<file path="config.mk">
export PLATFORM = sky130hd
export DESIGN_NAME = irq_mode_ctrl
export DESIGN_NICKNAME = d
export VERILOG_FILES = /design/src/rtl/icm_pkg.sv /design/src/rtl/icm_rst_sync.sv /design/src/rtl/icm_decode.sv /design/src/rtl/icm_state.sv /design/src/rtl/irq_mode_ctrl.sv
export SDC_FILE = /design/constraint.sdc
export NUM_CORES = 1
export LEC_CHECK = 0
export BUFFER_PORTS_ARGS = -buffer_cell sky130_fd_sc_hd__buf_2
export CORE_AREA = 2 2 39 41
export DETAILED_ROUTE_END_ITERATION = 16
export DIE_AREA = 0 0 41 43
export HOLD_SLACK_MARGIN = 0.08
export PLACE_DENSITY = 0.75
export SETUP_SLACK_MARGIN = 0.4
export SLEW_MARGIN = 20
export SYNTH_ARGS = -nofsm -noshare
export SYNTH_HDL_FRONTEND = slang
export SYNTH_SLANG_ARGS = --single-unit
</file>
<file path="constraint.sdc">
create_clock -name clk -period 0.8 [get_ports clk]
set_input_delay 0.08 -clock clk [delete_from_list [all_inputs] [get_ports clk]]
set_output_delay 0.08 -clock clk [all_outputs]
set_load 0.1 [all_outputs]
</file>
<file path="src/rtl/icm_pkg.sv">
package icm_pkg;

  typedef enum logic [2:0] {
    OP_NONE,
    OP_DIS,
    OP_ENA,
    OP_HALT,
    OP_MODE
  } op_kind_e;

  typedef enum logic [1:0] {
    IMODE_0 = 2'b00,
    IMODE_1 = 2'b01,
    IMODE_2 = 2'b11
  } imode_e;

  localparam logic [7:0] BYTE_DIS  = 8'hF3;
  localparam logic [7:0] BYTE_ENA  = 8'hFB;
  localparam logic [7:0] BYTE_HALT = 8'h76;

endpackage

</file>
<file path="src/rtl/icm_rst_sync.sv">
module icm_rst_sync #(
  parameter int STAGES = 2
) (
  input  logic clk,
  input  logic arst_n,
  output logic rst_n
);

  logic [STAGES-1:0] chain_q;

  generate
    if (STAGES < 2) begin : g_bad
      initial $error("icm_rst_sync needs at least two stages");
    end
  endgenerate

  always_ff @(posedge clk or negedge arst_n) begin
    if (!arst_n) chain_q <= '0;
    else         chain_q <= {chain_q[STAGES-2:0], 1'b1};
  end

  assign rst_n = chain_q[STAGES-1];

endmodule

</file>
<file path="src/rtl/icm_decode.sv">
module icm_decode
  import icm_pkg::*;
(
  input  logic       ext,
  input  logic [7:0] opc,
  output op_kind_e   kind,
  output imode_e     mode
);

  always_comb begin
    kind = OP_NONE;
    mode = IMODE_0;
    if (ext) begin
      // mode selects: 01 xxx 110, bit 5 is an alias bit, bits 4:3 pick the mode
      if (opc[7:6] == 2'b01 && opc[2:0] == 3'b110) begin
        kind = OP_MODE;
        case (opc[4:3])
          2'b10:   mode = IMODE_1;
          2'b11:   mode = IMODE_2;
          default: mode = IMODE_0;
        endcase
      end
    end else begin
      case (opc)
        BYTE_DIS:  kind = OP_DIS;
        BYTE_ENA:  kind = OP_ENA;
        BYTE_HALT: kind = OP_HALT;
        default:   kind = OP_NONE;
      endcase
    end
  end

endmodule

</file>
<file path="src/rtl/icm_state.sv">
module icm_state
  import icm_pkg::*;
#(
  parameter int CYC_W     = 4,
  parameter int CYC_SHORT = 4,
  parameter int CYC_MODE  = 8
) (
  input  logic             clk,
  input  logic             rst_n,
  input  logic             slot_vld,
  input  op_kind_e         kind,
  input  imode_e           mode,
  input  logic             wake,
  output logic             ie1,
  output logic             ie2,
  output logic [1:0]       imode,
  output logic             halted,
  output logic             rpt_vld,
  output logic [CYC_W-1:0] rpt_cyc,
  output logic             rpt_step
);

  localparam logic [CYC_W-1:0] CYC_SHORT_V = CYC_W'(CYC_SHORT);
  localparam logic [CYC_W-1:0] CYC_MODE_V  = CYC_W'(CYC_MODE);

  logic             ie1_q, ie2_q, halt_q;
  logic [1:0]       imode_q;
  logic             ie1_d, ie2_d, halt_d;
  logic [1:0]       imode_d;
  logic             st_en;
  logic             rv_q, rv_d, rs_q, rs_d;
  logic [CYC_W-1:0] rc_q, rc_d;

  always_comb begin
    ie1_d   = ie1_q;
    ie2_d   = ie2_q;
    imode_d = imode_q;
    halt_d  = halt_q;
    rv_d    = 1'b0;
    rc_d    = '0;
    rs_d    = 1'b0;
    if (halt_q) begin
      if (wake) begin
        halt_d = 1'b0;
        rv_d   = 1'b1;
        rs_d   = 1'b1;
        rc_d   = slot_vld ? CYC_SHORT_V : '0;
      end else if (slot_vld) begin
        rv_d = 1'b1;
        rc_d = CYC_SHORT_V;
      end
    end else if (slot_vld) begin
      case (kind)
        OP_DIS: begin
          ie1_d = 1'b0; ie2_d = 1'b0;
          rv_d = 1'b1; rc_d = CYC_SHORT_V; rs_d = 1'b1;
        end
        OP_ENA: begin
          ie1_d = 1'b1; ie2_d = 1'b1;
          rv_d = 1'b1; rc_d = CYC_SHORT_V; rs_d = 1'b1;
        end
        OP_HALT: begin
          halt_d = 1'b1;
          rv_d = 1'b1; rc_d = CYC_SHORT_V;
        end
        OP_MODE: begin
          imode_d = mode;
          rv_d = 1'b1; rc_d = CYC_MODE_V; rs_d = 1'b1;
        end
        default: ;
      endcase
    end
  end

  assign st_en = slot_vld | (halt_q & wake);

  always_ff @(posedge clk or negedge rst_n) begin
    if (!rst_n) begin
      ie1_q   <= 1'b0;
      ie2_q   <= 1'b0;
      imode_q <= 2'b00;
      halt_q  <= 1'b0;
    end else if (st_en) begin
      ie1_q   <= ie1_d;
      ie2_q   <= ie2_d;
      imode_q <= imode_d;
      halt_q  <= halt_d;
    end
  end

  always_ff @(posedge clk or negedge rst_n) begin
    if (!rst_n) begin
      rv_q <= 1'b0;
      rc_q <= '0;
      rs_q <= 1'b0;
    end else begin
      rv_q <= rv_d;
      rc_q <= rc_d;
      rs_q <= rs_d;
    end
  end

  assign ie1      = ie1_q;
  assign ie2      = ie2_q;
  assign imode    = imode_q;
  assign halted   = halt_q;
  assign rpt_vld  = rv_q;
  assign rpt_cyc  = rc_q;
  assign rpt_step = rs_q;

  AST_MODE_LEGAL: assert property (@(posedge clk) disable iff (!rst_n)
    imode_q != 2'b10);

  AST_HALT_FROZEN: assert property (@(posedge clk) disable iff (!rst_n)
    halt_q && !wake |=> $stable({ie1_q, ie2_q, imode_q}) && halt_q);

endmodule

</file>
<file path="src/rtl/irq_mode_ctrl.sv">
module irq_mode_ctrl
  import icm_pkg::*;
#(
  parameter int CYC_W       = 4,
  parameter int CYC_SHORT   = 4,
  parameter int CYC_MODE    = 8,
  parameter int SYNC_STAGES = 2
) (
  input  logic             clk,
  input  logic             arst_n,
  input  logic             slot_vld,
  input  logic             slot_ext,
  input  logic [7:0]       slot_byte,
  input  logic             wake,
  output logic             ie1,
  output logic             ie2,
  output logic [1:0]       imode,
  output logic             halted,
  output logic             rpt_vld,
  output logic [CYC_W-1:0] rpt_cyc,
  output logic             rpt_step
);

  logic     rst_n;
  op_kind_e kind;
  imode_e   mode;

  icm_rst_sync #(.STAGES(SYNC_STAGES)) u_rst (
    .clk    (clk),
    .arst_n (arst_n),
    .rst_n  (rst_n)
  );

  icm_decode u_dec (
    .ext  (slot_ext),
    .opc  (slot_byte),
    .kind (kind),
    .mode (mode)
  );

  icm_state #(
    .CYC_W     (CYC_W),
    .CYC_SHORT (CYC_SHORT),
    .CYC_MODE  (CYC_MODE)
  ) u_st (
    .clk      (clk),
    .rst_n    (rst_n),
    .slot_vld (slot_vld),
    .kind     (kind),
    .mode     (mode),
    .wake     (wake),
    .ie1      (ie1),
    .ie2      (ie2),
    .imode    (imode),
    .halted   (halted),
    .rpt_vld  (rpt_vld),
    .rpt_cyc  (rpt_cyc),
    .rpt_step (rpt_step)
  );

  AST_DIS_CLEARS: assert property (@(posedge clk) disable iff (!rst_n)
    slot_vld && !slot_ext && slot_byte == 8'hF3 && !halted
    |=> !ie1 && !ie2 && rpt_step);

  AST_ENA_SETS: assert property (@(posedge clk) disable iff (!rst_n)
    slot_vld && !slot_ext && slot_byte == 8'hFB && !halted
    |=> ie1 && ie2 && rpt_step);

  AST_MODE2_SEL: assert property (@(posedge clk) disable iff (!rst_n)
    slot_vld && slot_ext && slot_byte == 8'h7E && !halted
    |=> imode == 2'b11 && rpt_cyc == CYC_W'(CYC_MODE));

  AST_HALT_ENTRY: assert property (@(posedge clk) disable iff (!rst_n)
    slot_vld && !slot_ext && slot_byte == 8'h76 && !halted
    |=> halted && rpt_vld && !rpt_step);

  AST_WAKE_EXIT: assert property (@(posedge clk) disable iff (!rst_n)
    halted && wake |=> !halted && rpt_vld && rpt_step);

  AST_IDLE_STILL: assert property (@(posedge clk) disable iff (!rst_n)
    !halted && !slot_vld |=> $stable({ie1, ie2, imode, halted}) && !rpt_vld);

  AST_NO_SPURIOUS: assert property (@(posedge clk) disable iff (!rst_n)
    !slot_vld && !(halted && wake) |=> !rpt_vld);

endmodule

</file>
Word-level counts from Yosys, hierarchy flattened
Cells that the tools add are included.
{"block": "totals", "wordCells": 52, "input_bits": 13, "output_inout_bits": 11, "register_bits": 12}
{"block": "classes", "muxes": 24, "n_eq_ne": 11, "n_reduce_logical": 7, "bitwise": 3}
{"cell": "equality test 8 bit (second input constant)", "n": 2}
{"cell": "2-to-1 mux 1 bit", "n": 13}
{"cell": "2-to-1 mux 3 bit", "n": 3}
{"cell": "equality test 8 x 7 -> 1 bit (second input constant)", "n": 1}
{"cell": "2-to-1 mux 4 bit", "n": 2}
{"cell": "case mux 4 bit (2 select lines)", "n": 1}
{"cell": "AND reduction 4 bit", "n": 2}
{"cell": "equality test 3 x 2 -> 1 bit (second input constant)", "n": 2}
{"cell": "equality test 3 bit (second input constant)", "n": 2}
{"cell": "case mux 2 bit (3 select lines)", "n": 1}
{"cell": "OR reduction 3 bit", "n": 2}
{"cell": "equality test 2 bit (second input constant)", "n": 2}
{"cell": "2-to-1 mux 2 bit", "n": 2}
{"cell": "case mux 2 bit (2 select lines)", "n": 1}
{"cell": "OR reduction 4 bit", "n": 1}
{"cell": "equality test 3 x 1 -> 1 bit (second input constant)", "n": 1}
{"cell": "equality test 2 x 1 -> 1 bit (second input constant)", "n": 1}
{"cell": "case mux 1 bit (2 select lines)", "n": 1}
{"cell": "nonzero test 2 bit", "n": 1}
{"cell": "AND 1 bit", "n": 1}
{"cell": "logical AND 1 bit", "n": 1}
{"cell": "inverter 1 bit", "n": 1}
{"cell": "bitwise OR 1 bit", "n": 1}

Logic depth before layout (Yosys ltp)
{"block": "logic_depth", "depth_word": 9, "depth_mapped": 3, "depth_no_buf": 3}

By module
A second synthesis with hierarchy kept.
{"block": "hier_totals", "cells_unflattened": 49, "area_unflattened_um2": 519.2}
{"module": "icm_state", "seq_area_each_um2": 200.2, "cells_per_inst": 34, "area_per_inst_um2": 382.9, "instances": 1}
{"module": "icm_decode", "seq_area_each_um2": 0.0, "cells_per_inst": 12, "area_per_inst_um2": 82.6, "instances": 1}
{"module": "icm_rst_sync", "seq_area_each_um2": 50.0, "cells_per_inst": 3, "area_per_inst_um2": 53.8, "instances": 1}

Worst setup path after synthesis
Ideal clock, no wire load.
{"block": "synth_timing", "path_kind": "flip-flop to flip-flop", "from": "reg u_st.halt_q, in the netlist u_st.halted", "to": "reg u_st.imode_q[0], in the netlist u_st.imode[0]", "slack_ns": -0.930, "stages_incl_launch_ff": 4, "n_path_buf": 0, "synth_period_minus_slack_ns": 1.730, "t_arrival_ns": 1.604, "setup_time_ns": 0.126, "t_required_ns": 0.674, "path_cell_list": "dfrtp_1 > nor2b_2 > nor4b_4 > mux2_4"}
{"block": "synth_between", "elab_chain_cells": 3, "elab_cells_between_ends": 4, "cone_classes": "3 x bitwise; 1 x reduce/logical"}
{"element": "from (decl)", "line_no": "icm_state.sv:26", "rtl": "logic ie1_q, ie2_q, halt_q;"}
{"element": "from (signal assigned)", "line_no": "icm_state.sv:87", "rtl": "halt_q <= halt_d;"}
{"element": "AND 1 bit", "line_no": "icm_state.sv:75", "rtl": "assign st_en = slot_vld | (halt_q & wake);"}
{"element": "bitwise OR 1 bit", "line_no": "icm_state.sv:75"}
{"element": "AND reduction 4 bit (no line) *"}
{"element": "to (signal assigned)", "line_no": "icm_state.sv:86", "rtl": "imode_q <= imode_d;"}
{"element": "to (decl)", "line_no": "icm_state.sv:27", "rtl": "logic [1:0] imode_q;"}
Every way passes the cells marked *; elsewhere a longest branch is shown, timed or not.
A chain may end at the register's enable or synchronous reset.

Worst setup path in the final report
Ends and elaborated chain as after synthesis.

==> flow_metrics.tcl <==
set metrics [dict create \
    yosysMostFrequentCell "dfrtp_1" \
    hpwl_um 852 \
    nFillCells 102 \
    r2r-end "u_st.imode[0]" \
    critical_path_class "reg2reg" \
    synth-adder-area-share_pct 0 \
    ant_nets 0 \
    synth_top_area_cell "dfrtp_1" \
    r2r_cells 3 \
    cts.sinks 10 \
    synth-compound-area-share_pct 7.41 \
    grt_pass1_vias 411 \
    worstReg2RegStart "u_st.halted" \
    nets 85 \
    setup_slack_ns -0.469 \
    synthSimpleGateAreaFrac_pct 22.0 \
    post-route-util_pct 63.9 \
    ys.flop_type "dfrtp_1" \
    worstSetupEndpointType "register" \
    crit_path_max_fanout 2 \
    start_util_pct 34.2 \
    drv_slew 0 \
    cts_made_buffers 3 \
    p_leak_nw 0.422 \
    tritoncts "done" \
    drtPass1Iterations 1 \
    multi_input_area_um2 209 \
    rrSetupSlack_ns -0.47 \
    hp-start "wake" \
    wl_mm 1.04 \
    cts_max_level 1 \
    dp_slack_ns -0.483 \
    finalClockSkew_ns 0.00630 \
    gp_congestion 0.797 \
    coreArea_um2 1380 \
    syn_inst 36 \
    vias_per_cell 4.64 \
    grt_overflow 0 \
    setup_viol 17 \
    synth_edf_count 0 \
    hold_buffers 1 \
    route.vias.total 404 \
    clkTransAtPathRegs_ns 0.07 \
    core.rowCount 14 \
    clock_latency_ns 0.26 \
    hold_viol 0 \
    io_pins 24 \
    grt_usage_pct 15.3 \
    cap_violations 0 \
    finalSetupTns_ns -4.80 \
    drc 0 \
    synth.avg_cell_area_um2 13.1 \
    synth.mux.area_fraction_pct 9.79 \
    die_y_um 43 \
    antenna_found_initial 0 \
    arrival_ns 1.41 \
    area_delta_synth_final_pct 87.0 \
    synth_seq_area_share_pct 52.9 \
    worst_ep_required_time_ns 0.94 \
    die_w_um 41 \
    fmax_mhz 788 \
    synthTopCellsByCount "dfrtp_1, buf_4, conb_1, inv_1, mux2i_1" \
    yosysTopAreaCellShare_pct 52.9 \
    wire_per_inst_um 12.0 \
    dieArea_um2 1760 \
    ys_ff_latch 10 \
    design_area_um2 885 \
    diodes 0 \
    syn-cell-area_um2 473 \
    timing.hold.ws_ns 0.0706 \
    layout.cells.non_filler 87 \
    period_share_pct 159 \
    start_kind "register" \
    period_needed_ns 1.27 \
    ir_worst_vdd_mv 1.00 \
    min_path_type "in2reg" \
    drt_iter0_markers 0 \
    holdPathEnd "u_st.halted" \
    synth-async-reset-ratio_pct 100 \
    yosys_warnings 0 \
    status "finished, violations left" \
    synth-xor-area-share_pct 0 \
    rsz0062_at_grt "yes" \
    seqCellArea_um2 278 \
    cts_buffer_depth 2 \
    io_buffers 21 \
    synth_top_family_by_area "simple AND/OR/NAND/NOR gates" \
    yosys-top-cells-area "dfrtp_1, nor4b_4, buf_4" \
    power.total_mw 1.37 \
    placed_cells 81 \
    postPlaceCellArea_um2 821 \
    min_path_cells 2 \
    drive_gt1_share_pct 71.8 \
    cts_root_buffer "clkbuf_4" \
    synth.distinct_cells 22 \
    grt_max_degree 9 \
    power_density_nw_per_um2 1550 \
    grt_pass1_wl_mm 1.70 \
    violations "setup timing" \
]
## sequential cells by signal, indices dropped and copies added (netlist names)
| register | cells |
|---|---|
| u_rst.chain_q | 2 |
| u_st.halted | 1 |
| u_st.ie2 | 1 |
| u_st.imode | 2 |
| u_st.rpt_cyc | 2 |
| u_st.rpt_step | 1 |
| u_st.rpt_vld | 1 |
## power breakdown
| group | internal [mW] | total [mW] | switching, mW | leakage, nW |
|---|---|---|---|---|
| Clock | 0.192 | 0.356 | 0.164 | 0.0150 |
| Sequential | 0.542 | 0.570 | 0.0283 | 0.117 |
| Combinational | 0.175 | 0.445 | 0.270 | 0.290 |
## layer usage
metal / track usage, % / vias up / wire length, um
li1: - / 195 / -
met1: 16.8 / 192 / 398
met2: 23.8 / 15 / 574
met3: 3.14 / 2 / 40
met4: 12.0 / 0 / 29
met5: 0 / - / 0
## critical path: stages, from the launching register on
cell and delay, ns:
dfrtp_4 0.49, nor2b_4 0.11, nor4b_4 0.23, mux2_4 0.32
## worst max-delay path by stage
stage / cells past startpoint / startpoint / to
after CTS: 4 / u_st.halted / u_st.imode[1]
final: 3 / u_st.halted / u_st.imode[0]
after global placement: 3 / u_st.halted / u_st.imode[0]
after detailed placement: 4 / u_st.halted / u_st.imode[1]
after global routing: 4 / u_st.halted / u_st.imode[1]
after floorplan: 3 / u_st.halted / u_st.imode[0]
## layout make-up
cell class	count	area share, %
repair buffers	33	38.9
flip-flops and latches	10	31.4
clock buffers	4	2.97
well taps	16	2.26
multi-input cells	22	23.6
inverters	2	0.849
## timing repair
item,CTS,global route
endpoints found under the setup margin,26,26
buffers inserted,1,0
resized for setup,4,2
endpoints found under the hold margin,4,1
pin swaps,0,0
## cells in the final DEF, fill, tap and decap left out, types with 2 or more instances in the layout
cell type	instances
mux2i_1	2
dfrtp_1	2
buf_12	9
buf_2	12
clkbuf_4	3
conb_1	3
buf_6	3
buf_4	8
dfrtp_4	7
mux2_4	2
## cells by family after synthesis
logic type	Yosys count
AOI/OAI and AO/OA	5
buffers and inverters	5
DFF	10
and+or+nand+nor	10
muxes	4
other	2
Note: power is estimated with default switching activity, not from simulation.
